==> src/rtl/addflag_pkg.sv <==
package addflag_pkg;
   localparam int OP_W = 3;

   typedef enum logic [OP_W-1:0] {
      OP_ADD  = 3'd0,
      OP_SUB  = 3'd1,
      OP_RSB  = 3'd2,
      OP_SLT  = 3'd3,
      OP_SLTU = 3'd4
   } alu_op_e;

   // positions inside the low flag field
   localparam int FLG_CF  = 0;
   localparam int FLG_OF  = 1;
   localparam int FLG_DE  = 2;
   localparam int FLG_OWF = 3;
   localparam int FLG_OBF = 4;
   localparam int FLG_W   = 5;

   // carry chain implementation variants
   localparam int CHAIN_RIPPLE = 0;
   localparam int CHAIN_INFER  = 1;
endpackage

==> src/rtl/addflag_opsel.sv <==
module addflag_opsel
   import addflag_pkg::*;
#(
   parameter int DATA_W = 32
) (
   input  logic [DATA_W-1:0] i_a,
   input  logic [DATA_W-1:0] i_b,
   input  logic [OP_W-1:0]   i_op,
   output logic [DATA_W-1:0] o_x,
   output logic [DATA_W-1:0] o_y,
   output logic              o_cin,
   output logic              o_arith,
   output logic              o_borrow,
   output logic              o_slt_s,
   output logic              o_slt_u
);
   always_comb begin
      o_x      = i_a;
      o_y      = i_b;
      o_cin    = 1'b0;
      o_arith  = 1'b0;
      o_borrow = 1'b0;
      o_slt_s  = 1'b0;
      o_slt_u  = 1'b0;
      case (i_op)
         OP_ADD: begin
            o_arith = 1'b1;
         end
         OP_SUB: begin
            o_y      = ~i_b;
            o_cin    = 1'b1;
            o_arith  = 1'b1;
            o_borrow = 1'b1;
         end
         OP_RSB: begin
            o_x      = i_b;
            o_y      = ~i_a;
            o_cin    = 1'b1;
            o_arith  = 1'b1;
            o_borrow = 1'b1;
         end
         OP_SLT: begin
            o_y     = ~i_b;
            o_cin   = 1'b1;
            o_slt_s = 1'b1;
         end
         OP_SLTU: begin
            o_y     = ~i_b;
            o_cin   = 1'b1;
            o_slt_u = 1'b1;
         end
         default: begin
            o_x = i_a;
         end
      endcase
   end
endmodule

==> src/rtl/addflag_chain.sv <==
module addflag_chain #(
   parameter int DATA_W      = 32,
   parameter int WORD_W      = 16,
   parameter int BYTE_W      = 8,
   parameter int CHAIN_STYLE = 0
) (
   input  logic [DATA_W-1:0] i_x,
   input  logic [DATA_W-1:0] i_y,
   input  logic              i_cin,
   output logic [DATA_W-1:0] o_sum,
   output logic              o_cout,
   output logic              o_c_top,
   output logic              o_c_word_in,
   output logic              o_c_word_out,
   output logic              o_c_byte_in,
   output logic              o_c_byte_out
);
   localparam int TOP = DATA_W - 1;

   if (CHAIN_STYLE == 0) begin : g_ripple
      logic [DATA_W:0] c;
      assign c[0] = i_cin;
      for (genvar k = 0; k < DATA_W; k++) begin : g_bit
         logic p;
         assign p        = i_x[k] ^ i_y[k];
         assign o_sum[k] = p ^ c[k];
         assign c[k+1]   = (i_x[k] & i_y[k]) | (p & c[k]);
      end
      assign o_cout       = c[DATA_W];
      assign o_c_top      = c[TOP];
      assign o_c_word_in  = c[WORD_W-1];
      assign o_c_word_out = c[WORD_W];
      assign o_c_byte_in  = c[BYTE_W-1];
      assign o_c_byte_out = c[BYTE_W];
   end else begin : g_infer
      logic [DATA_W:0] full;
      assign full   = {1'b0, i_x} + {1'b0, i_y} + {{DATA_W{1'b0}}, i_cin};
      assign o_sum  = full[DATA_W-1:0];
      assign o_cout = full[DATA_W];
      // carry into bit k recovered from sum and operand bits
      assign o_c_top      = full[TOP] ^ i_x[TOP] ^ i_y[TOP];
      assign o_c_word_in  = full[WORD_W-1] ^ i_x[WORD_W-1] ^ i_y[WORD_W-1];
      assign o_c_word_out = full[WORD_W] ^ i_x[WORD_W] ^ i_y[WORD_W];
      assign o_c_byte_in  = full[BYTE_W-1] ^ i_x[BYTE_W-1] ^ i_y[BYTE_W-1];
      assign o_c_byte_out = full[BYTE_W] ^ i_x[BYTE_W] ^ i_y[BYTE_W];
   end
endmodule

==> src/rtl/addflag_flags.sv <==
module addflag_flags (
   input  logic i_cout,
   input  logic i_c_top,
   input  logic i_c_word_in,
   input  logic i_c_word_out,
   input  logic i_c_byte_in,
   input  logic i_c_byte_out,
   input  logic i_sum_msb,
   input  logic i_borrow,
   output logic o_cf,
   output logic o_of,
   output logic o_owf,
   output logic o_obf,
   output logic o_lt_s,
   output logic o_lt_u
);
   always_comb begin
      o_of   = i_c_top ^ i_cout;
      o_owf  = i_c_word_in ^ i_c_word_out;
      o_obf  = i_c_byte_in ^ i_c_byte_out;
      o_cf   = i_borrow ? ~i_cout : i_cout;
      o_lt_s = i_sum_msb ^ o_of;
      o_lt_u = ~i_cout;
   end
endmodule

==> src/rtl/addflag_unit.sv <==
module addflag_unit
   import addflag_pkg::*;
#(
   parameter int DATA_W      = 32,
   parameter int WORD_W      = 16,
   parameter int BYTE_W      = 8,
   parameter int CHAIN_STYLE = CHAIN_RIPPLE
) (
   input  logic [DATA_W-1:0] i_op_a,
   input  logic [DATA_W-1:0] i_op_b,
   input  logic [OP_W-1:0]   i_op,
   input  logic [FLG_W-1:0]  i_flags,
   input  logic              i_ovf_trap_en,
   output logic [DATA_W-1:0] o_result,
   output logic [FLG_W-1:0]  o_flags,
   output logic              o_ovf_trap
);
   localparam int PAD_W = DATA_W - 1;

   if (!(BYTE_W >= 2 && WORD_W > BYTE_W && DATA_W > WORD_W)) begin : g_bad_widths
      $error("addflag_unit: need 2 <= BYTE_W < WORD_W < DATA_W");
   end
   if (CHAIN_STYLE != CHAIN_RIPPLE && CHAIN_STYLE != CHAIN_INFER) begin : g_bad_style
      $error("addflag_unit: unknown CHAIN_STYLE");
   end

   logic [DATA_W-1:0] x, y, sum;
   logic cin, arith, borrow, slt_s, slt_u;
   logic cout, c_top, c_w_in, c_w_out, c_b_in, c_b_out;
   logic cf, of, owf, obf, lt_s, lt_u;

   addflag_opsel #(.DATA_W(DATA_W)) i_opsel (
      .i_a(i_op_a), .i_b(i_op_b), .i_op(i_op),
      .o_x(x), .o_y(y), .o_cin(cin), .o_arith(arith),
      .o_borrow(borrow), .o_slt_s(slt_s), .o_slt_u(slt_u)
   );

   addflag_chain #(
      .DATA_W(DATA_W), .WORD_W(WORD_W), .BYTE_W(BYTE_W), .CHAIN_STYLE(CHAIN_STYLE)
   ) i_chain (
      .i_x(x), .i_y(y), .i_cin(cin), .o_sum(sum), .o_cout(cout),
      .o_c_top(c_top), .o_c_word_in(c_w_in), .o_c_word_out(c_w_out),
      .o_c_byte_in(c_b_in), .o_c_byte_out(c_b_out)
   );

   addflag_flags i_flags_calc (
      .i_cout(cout), .i_c_top(c_top),
      .i_c_word_in(c_w_in), .i_c_word_out(c_w_out),
      .i_c_byte_in(c_b_in), .i_c_byte_out(c_b_out),
      .i_sum_msb(sum[DATA_W-1]), .i_borrow(borrow),
      .o_cf(cf), .o_of(of), .o_owf(owf), .o_obf(obf),
      .o_lt_s(lt_s), .o_lt_u(lt_u)
   );

   always_comb begin
      o_result = '0;
      if (arith)      o_result = sum;
      else if (slt_s) o_result = {{PAD_W{1'b0}}, lt_s};
      else if (slt_u) o_result = {{PAD_W{1'b0}}, lt_u};
   end

   always_comb begin
      o_flags = i_flags;
      if (arith) begin
         o_flags[FLG_CF]  = cf;
         o_flags[FLG_OF]  = of;
         o_flags[FLG_OWF] = owf;
         o_flags[FLG_OBF] = obf;
      end
   end

   assign o_ovf_trap = arith & of & i_ovf_trap_en;
endmodule

==> config.mk <==
export PLATFORM = sky130hd
export DESIGN_NAME = addflag_unit
export DESIGN_NICKNAME = d
export VERILOG_FILES = /design/src/rtl/addflag_pkg.sv /design/src/rtl/addflag_opsel.sv /design/src/rtl/addflag_chain.sv /design/src/rtl/addflag_flags.sv /design/src/rtl/addflag_unit.sv
export SDC_FILE = /design/constraint.sdc
export NUM_CORES = 1
export LEC_CHECK = 0
export BUFFER_PORTS_ARGS = -buffer_cell sky130_fd_sc_hd__buf_2
export CORE_ASPECT_RATIO = 1.5
export CORE_MARGIN = 2
export CORE_UTILIZATION = 51
export DETAILED_ROUTE_END_ITERATION = 10
export GPL_ROUTABILITY_DRIVEN = 1
export PLACE_DENSITY_LB_ADDON = 0.12
export SLEW_MARGIN = 20
export SYNTH_ARGS = -nofsm -noshare
export SYNTH_HDL_FRONTEND = slang
export SYNTH_HIERARCHICAL = 1
export SYNTH_SLANG_ARGS = --single-unit
==> constraint.sdc <==
create_clock -name vclk -period 20.3
set_clock_uncertainty 0.05 [all_clocks]
set_input_delay 2.03 -clock vclk [all_inputs]
set_output_delay 2.03 -clock vclk [all_outputs]
set_load 0.05 [all_outputs]
After elaboration in Yosys (flattened, before gate mapping)
Index checks and enable logic that the tools add are counted.
- register bits after elaboration: 0
- output and inout port bits: 38
- equality and inequality tests: 4
- reduce and logical (&&, ||, !) cells: 5
- muxes and demuxes: 13
- bitwise logic cells: 169
- operators by type and width (cell ; number):
    1-bit XOR ; 68
    1-bit bitwise AND ; 66
    32-bit two-way mux ; 2
    32-bit inverter ; 2
    32-bit one-hot mux with 2 select lines ; 1
    1-bit OR ; 32
    1-bit two-way mux ; 8
    3-bit by 2-bit equality test with 1-bit output (second input constant) ; 2
    3-bit OR reduction ; 2
    2-bit two-way mux ; 2
    4-bit OR reduction ; 1
    3-bit by 1-bit equality test with 1-bit output (second input constant) ; 1
    3-bit equality test (second input constant) ; 1
    3-bit zero test ; 1
    2-bit OR reduction ; 1
    1-bit inverter ; 1

Logic depth before layout (Yosys ltp)
Gate-level depths: netlist of run 1.
- depth in word-level cells: 72
- mapped depth: 44
- gate-level depth less buffers: 42

Modules after synthesis
The synthesis of run 1 kept the hierarchy.
- modules (own cells, without submodules) (module ; seq. area each (sq um) ; times used ; area each (sq um) ; cells each):
    addflag_opsel ; 0.0 ; 1 ; 1961.9 ; 226
    addflag_chain ; 0.0 ; 1 ; 678.2 ; 42
    addflag_unit ; 0.0 ; 1 ; 330.3 ; 45
    addflag_flags ; 0.0 ; 1 ; 62.6 ; 6

Least setup slack after synthesis of run 1
OpenSTA, ideal clock, no wires.
- kind: input -> output
- start: in i_op[2]
- end: out o_result[0]
- setup slack: 2.006 ns
- required time: 18.220 ns
- stages on the path: 42
- arrival: 16.214 ns
- path through: buf_6 > nor3b_4 > mux2_2 > inv_1 > fa_1 > inv_1 > fa_1 > fa_1 > fa_1 > fa_1 > fa_1 > fa_1 > fa_1 > fa_1 > fa_1 > fa_1 > fa_1 > fa_1 > (+6 left out) > fa_1 > fa_1 > fa_1 > fa_1 > fa_1 > fa_1 > fa_1 > fa_1 > fa_1 > fa_1 > fa_1 > inv_1 > fa_1 > inv_1 > fa_1 > xor3_1 > a21oi_1 > a21oi_1
- elaborated cells between the ends (all ways): 150
- those cells by class: eq/ne (4); mux (9); bitwise (133); reduce/logical (4)
- RTL lines (what ; RTL line ; RTL):
    start, declared ; addflag_unit.sv:11 ; input logic [OP_W-1:0] i_op,
    3-bit by 2-bit equality test with 1-bit output * ; addflag_opsel.sv:25 ; case (i_op)
    32-bit two-way mux * ; addflag_opsel.sv:25 ;
    via x[0] ; addflag_unit.sv:27 ; logic [DATA_W-1:0] x, y, sum;
    1-bit XOR ; addflag_chain.sv:25 ; assign p = i_x[k] ^ i_y[k];
    1-bit bitwise AND ; addflag_chain.sv:27 ; assign c[k+1] = (i_x[k] & i_y[k]) | (p & c[k]);
    1-bit OR * ; addflag_chain.sv:27 ;
    1-bit bitwise AND * ; addflag_chain.sv:27 ;
    1-bit OR * ; addflag_chain.sv:27 ;
    (+10 left out) ; -- ;
    via c_b_in ; addflag_unit.sv:29 ; logic cout, c_top, c_w_in, c_w_out, c_b_in, c_b_out;
    (+2 left out) ; -- ;
    via c_b_out ; addflag_unit.sv:29 ;
    (+14 left out) ; -- ;
    via c_w_in ; addflag_unit.sv:29 ;
    (+2 left out) ; -- ;
    via c_w_out ; addflag_unit.sv:29 ;
    (+30 left out) ; -- ;
    via c_top ; addflag_unit.sv:29 ;
    1-bit bitwise AND * ; addflag_chain.sv:27 ;
    1-bit OR * ; addflag_chain.sv:27 ;
    via cout ; addflag_unit.sv:29 ;
    1-bit XOR * ; addflag_flags.sv:18 ; o_of = i_c_top ^ i_cout;
    1-bit XOR * ; addflag_flags.sv:22 ; o_lt_s = i_sum_msb ^ o_of;
    via lt_s ; addflag_unit.sv:30 ; logic cf, of, owf, obf, lt_s, lt_u;
    1-bit two-way mux * ; addflag_unit.sv:58 ; else if (slt_s) o_result = {{PAD_W{1'b0}}, lt_s};
    32-bit two-way mux * ; addflag_unit.sv:57 ; if (arith) o_result = sum;
    end, declared ; addflag_unit.sv:14 ; output logic [DATA_W-1:0] o_result,
Mark *: on every way through the listed nets, which the timed path passes. The rest lies on a longest branch.

Worst setup path after layout of run 1
- start: in i_op[1]
- end: out o_result[0]
- cells in the longest elaborated chain, start to end: 72
- elaborated cells between the ends (all ways): 150
- those cells by class: eq/ne (4); mux (9); bitwise (133); reduce/logical (4)
- RTL lines (what ; RTL line):
    3-bit by 1-bit equality test with 1-bit output, or another cell as far along ; addflag_opsel.sv:25
    3-bit OR reduction (no line) ; --
    32-bit one-hot mux with 2 select lines * ; addflag_opsel.sv:25
    via y[0] ; addflag_unit.sv:27
    1-bit XOR ; addflag_chain.sv:25
    1-bit bitwise AND ; addflag_chain.sv:27
    1-bit OR * ; addflag_chain.sv:27
    1-bit bitwise AND * ; addflag_chain.sv:27
    (+11 left out) ; --
    via c_b_in ; addflag_unit.sv:29
    (+2 left out) ; --
    via c_b_out ; addflag_unit.sv:29
    (+14 left out) ; --
    via c_w_in ; addflag_unit.sv:29
    (+2 left out) ; --
    via c_w_out ; addflag_unit.sv:29
    (+30 left out) ; --
    via c_top ; addflag_unit.sv:29
    1-bit bitwise AND * ; addflag_chain.sv:27
    1-bit OR * ; addflag_chain.sv:27
    via cout ; addflag_unit.sv:29
    1-bit XOR * ; addflag_flags.sv:18
    1-bit XOR * ; addflag_flags.sv:22
    via lt_s ; addflag_unit.sv:30
    1-bit two-way mux * ; addflag_unit.sv:58
    32-bit two-way mux * ; addflag_unit.sv:57
Marked as above.

==> summary.md, run 1 <==
| Metric | Value |
|---|---|
| Most common cell after layout, fill and taps aside | `sky130_fd_sc_hd__buf_2` |
| Leakage power of the design | `1.61 nW` |
| Final hold vios | `0` |
| Number of distinct library cells after synthesis | `26` |
| Hold-fix buffers, CTS | `0` |
| Type of element launching the critical path | `primary input` |
| Sequential share of the synthesized area | `0` |
| Highest cell delay on the worst timing path | `0.45 ns` |
| Fraction of the mapped netlist area in compound gates | `0.0639` |
| Buffers on Ports | `109` |
| Setup fix buffers added after clock tree synthesis | `0` |
| Overall track demand over capacity in global routing | `0.211` |
| Slew at the pin closest to its max-slew limit | `0.764 ns` |
| Post-synthesis net count | `424` |
| Final total negative setup slack | `0 ns` |
| Die X | `67.0 um` |
| Post-cts gate resize count | `0` |
| Count of clock-net buffers in the final layout | `0` |
| Most frequent cells in the layout | `108 x sky130_fd_sc_hd__buf_2, 53 x sky130_fd_sc_hd__mux2_2, 34 x sky130_fd_sc_hd__xnor2_1` |
| 1st-iter DRT viols | `58` |
| Total number of placement rows | `34` |
| Antenna cell count | `0` |
| Areal power density over the cells | `45.8 mW/mm2` |
| Wire length of the first global-routing pass | `11.5 mm` |
| Arrival time reported for the critical path endpoint | `16.72 ns` |
| Vert. Die Dim | `98.4 um` |
| Maximum number of pins on one net before global-route repair | `52` |
| Final sequential cell count | `0` |
| Final min period | `18.80 ns` |
| Cell Count, Final, Fillers Out | `477` |
| Number of max-slew violations in the final report | `0` |
| Average footprint of a synthesized cell | `9.51 um2` |
| Multiplexer share of the synthesized area | `0.363` |
| Final core utilization | `0.602` |
| Warnings, synthesis | `6` |
| Final Wtd Congestion | `0.758` |
| Antenna violations before repair | `0` |
| CP most frequent cell | `sky130_fd_sc_hd__fa_1` |
| Max-capacitance violation count | `0` |
| Fraction of layout instances using a drive strength above 1 | `0.447` |
| Layout Nets | `512` |
| Post-layout total power | `0.160 mW` |
| Non-Filler Cell Area, Final | `0.00348 mm2` |
| Combinational family with the most area after synthesis | `multiplexers` |
| Post-DP Area | `0.00348 mm2` |
| Unrepaired setup endpoints after global routing | `no` |
| Worst vdd ir | `0.0229 mV` |
| Area delta synth->final | `14.9%` |
| Mean number of vias per cell | `5.24` |
| Data required time of the worst path | `18.22 ns` |
| Hold crit path type | `primary input to primary output` |
| Final setup viols | `0` |
| Adder-cell share of the synthesized area | `0.211` |
| Post-route DRC violation count | `0` |
| Endpoint type of the worst setup path | `primary output` |
| Max Clock Freq | `53.2 MHz` |
| Routed wire length | `6.88 mm` |
| Relative slew margins | `0.491` |
| Boundary Pins | `111` |
| Remaining number of nets flagged by the antenna check after routing | `0` |
| DRT Pass-1 Iters | `4` |
| Cells after Synth | `319` |
| Die Footprint | `0.00659 mm2` |
| Gr ovfl total | `0` |
| Area share of and/or/nand/nor cells after synthesis | `0.151` |
| Xor-xnor portion of the synthesized cell area | `0.118` |
| Post-route fraction of the period consumed by the critical path | `0.926` |
| Filler cell count in the final layout | `565` |
| WS Path Type | `primary input to primary output` |
| Run status | `complete, no violations` |
| Via count of the first global-routing pass | `2517` |
| Core footprint | `0.00579 mm2` |
| Area taken by flip-flops and latches | `0 um2` |
| Max Fanout on Critical Path | `36` |
| Cell type of the slowest stage on the worst timing path | `sky130_fd_sc_hd__fa_1` |
| Placed Cells | `477` |
| Detailed Place HPWL | `5.23 mm` |
| Number of vias after detailed routing | `2500` |
| Netlist area before placement | `0.00303 mm2` |
| WL per Instance | `14.4 um` |
| Initial cell density of the core | `0.524` |
-- Yosys cell counts (all sizes together) (3+ instances only) --
master	instances	area, um2
clkbuf	11	45.1
buf	19	198
a21oi	35	194
xor2	4	35.0
and2	32	200
mux2	68	781
mux2i	32	320
xnor2	34	298
fa	32	641
inv	11	41.3
nand2b	32	200
nor2	3	13.8
-- cells by family after synthesis --
group / after synthesis
AO/OA/AOI/OAI: 35
XOR/XNOR: 39
adder cells (fa/ha/maj): 32
buffers and inverters: 41
multiplexers: 100
AND/OR/NAND/NOR: 72
-- per-stage QoR --
stage | hold WS, ns | setup WS, ns
4_1_cts | 4.01 | 1.47
5_1_grt | 4.01 | 0.918
6_report | 4.01 | 1.50
3_3_place_gp | 4.01 | 1.64
2_1_floorplan | 4.18 | 2.01
3_5_place_dp | 4.01 | 1.50
-- power by group --
| part | leakage, nW | internal [mW] | switching [mW] | total (mW) |
|---|---|---|---|---|
| registers | 0 | 0 | 0 | 0 |
| clock network | 0 | 0 | 0 | 0 |
| logic | 1.61 | 0.0610 | 0.0987 | 0.160 |
-- metal layers --
metal	track usage	vias up	wire length, um
li1	-	1238	-
met2	0.412	60	3740
met5	0	-	0
met3	0.0148	0	322
met1	0.261	1202	2810
met4	0.00314	0	0
-- final timing paths --
path	startpoint	end	depth (start not counted)
max	i_op[1]	o_result[0]	46
min	i_flags[2]	o_flags[2]	0
-- critical path, delay by kind of cell --
kind / cells / cell delay (ns)
XOR/XNOR: 1 / 0.43
AND/OR/NAND/NOR: 1 / 0.17
AO/OA/AOI/OAI: 3 / 0.28
multiplexers: 1 / 0.20
adder cells (fa/ha/maj): 32 / 12.36
buffers and inverters: 8 / 1.24
-- layout make-up --
cell class	count	area [um2]	share of cell area
Multi-Input combinational cell	278	2750	0.790
Timing Repair Buffer	116	601	0.172
Tap cell	72	90.1	0.0259
Inverter	11	41.3	0.0118
No activity file was read; power rests on OpenSTA's default activity.
==> run 2: changes to the inputs <==
Settings changed: RECOVER_POWER from default to 25.
==> summary.md, run 2 (synthesized netlist as in run 1, its figures left out) <==
| Metric | Value |
|---|---|
| Detailed Place HPWL | `5.23 mm` |
| Areal power density over the cells | `45.8 mW/mm2` |
| Initial cell density of the core | `0.524` |
| Final total negative setup slack | `0 ns` |
| Wire length of the first global-routing pass | `11.5 mm` |
| Maximum number of pins on one net before global-route repair | `52` |
| Boundary Pins | `111` |
| Antenna violations before repair | `0` |
| Final setup viols | `0` |
| Remaining number of nets flagged by the antenna check after routing | `0` |
| Critical path startpoint | `i_op[1]` |
| Leakage power of the design | `1.60 nW` |
| WL per Instance | `14.4 um` |
| Antenna cell count | `0` |
| Max Fanout on Critical Path | `36` |
| Data required time of the worst path | `18.22 ns` |
| WS Path Type | `primary input to primary output` |
| Worst vdd ir | `0.0229 mV` |
| DRT Pass-1 Iters | `4` |
| Endpoint type of the worst setup path | `primary output` |
| Final min period | `18.82 ns` |
| Gr ovfl total | `0` |
| Hold crit path type | `primary input to primary output` |
| Type of element launching the critical path | `primary input` |
| Setup crit end | `o_result[0]` |
| Fraction of layout instances using a drive strength above 1 | `0.432` |
| Post-layout total power | `0.159 mW` |
| Number of max-slew violations in the final report | `0` |
| Die X | `67.0 um` |
| Slew at the pin closest to its max-slew limit | `0.764 ns` |
| Die Footprint | `0.00659 mm2` |
| Post-route DRC violation count | `0` |
| 1st-iter DRT viols | `58` |
| Via count of the first global-routing pass | `2517` |
| Arrival time reported for the critical path endpoint | `16.74 ns` |
| Highest cell delay on the worst timing path | `0.45 ns` |
| Max-capacitance violation count | `0` |
| Relative slew margins | `0.491` |
| Final Wtd Congestion | `0.758` |
| Unrepaired setup endpoints after global routing | `no` |
| Area delta synth->final | `14.6%` |
| Mean number of vias per cell | `5.24` |
| Final hold vios | `0` |
| Post-route fraction of the period consumed by the critical path | `0.927` |
| Vert. Die Dim | `98.4 um` |
| Setup fix buffers added after clock tree synthesis | `0` |
| Max Clock Freq | `53.1 MHz` |
| Area taken by flip-flops and latches | `0 um2` |
| Total number of placement rows | `34` |
| Placed Cells | `477` |
| Post-cts gate resize count | `0` |
| Cell type of the slowest stage on the worst timing path | `sky130_fd_sc_hd__fa_1` |
| Buffers on Ports | `109` |
| Final sequential cell count | `0` |
| Cell Count, Final, Fillers Out | `477` |
| CP most frequent cell | `sky130_fd_sc_hd__fa_1` |
| Most common cell after layout, fill and taps aside | `sky130_fd_sc_hd__buf_2` |
| Core footprint | `0.00579 mm2` |
| Hold path start | `i_flags[2]` |
| Layout Nets | `512` |
| Count of clock-net buffers in the final layout | `0` |
| Most frequent cells in the layout | `103 x sky130_fd_sc_hd__buf_2, 53 x sky130_fd_sc_hd__mux2_2, 34 x sky130_fd_sc_hd__xnor2_1` |
| Number of vias after detailed routing | `2498` |
| Hold-fix buffers, CTS | `0` |
| Overall track demand over capacity in global routing | `0.211` |
| Run status | `complete, no violations` |
| Routed wire length | `6.88 mm` |
[run 2: cell type report]
cell class	instances	area, um2
fillers	568	2310
inverters	11	41.3
multi-input cells	278	2750
well taps	72	90.1
repair buffers	116	594
[run 2: critical path, delay by kind of cell]
kind | cells | cell delay, ns
fa+ha+maj | 32 | 12.36
buf+inv | 8 | 1.25
simple gates | 1 | 0.19
compound gates | 3 | 0.28
xor+xnor | 1 | 0.43
mux | 1 | 0.20
[run 2: per-stage QoR]
step / hold WS [ns] / instance area, um2 / utilization / setup WS (ns)
final: 4.01 / 3480 / 0.601 / 1.48
after global routing: 4.01 / 3480 / 0.601 / 0.883
after CTS: 4.01 / 3480 / 0.602 / 1.47
after detailed placement: 4.01 / 3480 / 0.602 / 1.50
after global placement: 4.01 / 3480 / 0.602 / 1.64
after floorplan: 4.18 / 3030 / - / 2.01
[run 2: where the power goes]
| part | total (mW) | switching, mW | internal [mW] |
|---|---|---|---|
| Clock | 0 | 0 | 0 |
| Sequential | 0 | 0 | 0 |
| Combinational | 0.159 | 0.0987 | 0.0605 |
[run 2: metal layers]
metal | share of wire | routed length, um | up-vias | global-route usage
met5 | 0 | 0 | - | 0
met4 | 0 | 0 | 0 | 0.00314
met3 | 0.047 | 323 | 0 | 0.0148
met2 | 0.54 | 3740 | 60 | 0.412
met1 | 0.41 | 2810 | 1200 | 0.261
li1 | - | - | 1238 | -
[run 2: how the worst min path moves through the flow]
stage,endpoint,slack (ns),depth (start not counted)
after global routing,o_flags[2],4.01,0
after CTS,o_flags[2],4.01,0
after detailed placement,o_flags[2],4.01,0
after floorplan,o_flags[2],4.18,1
final,o_flags[2],4.01,0
after global placement,o_flags[2],4.01,0
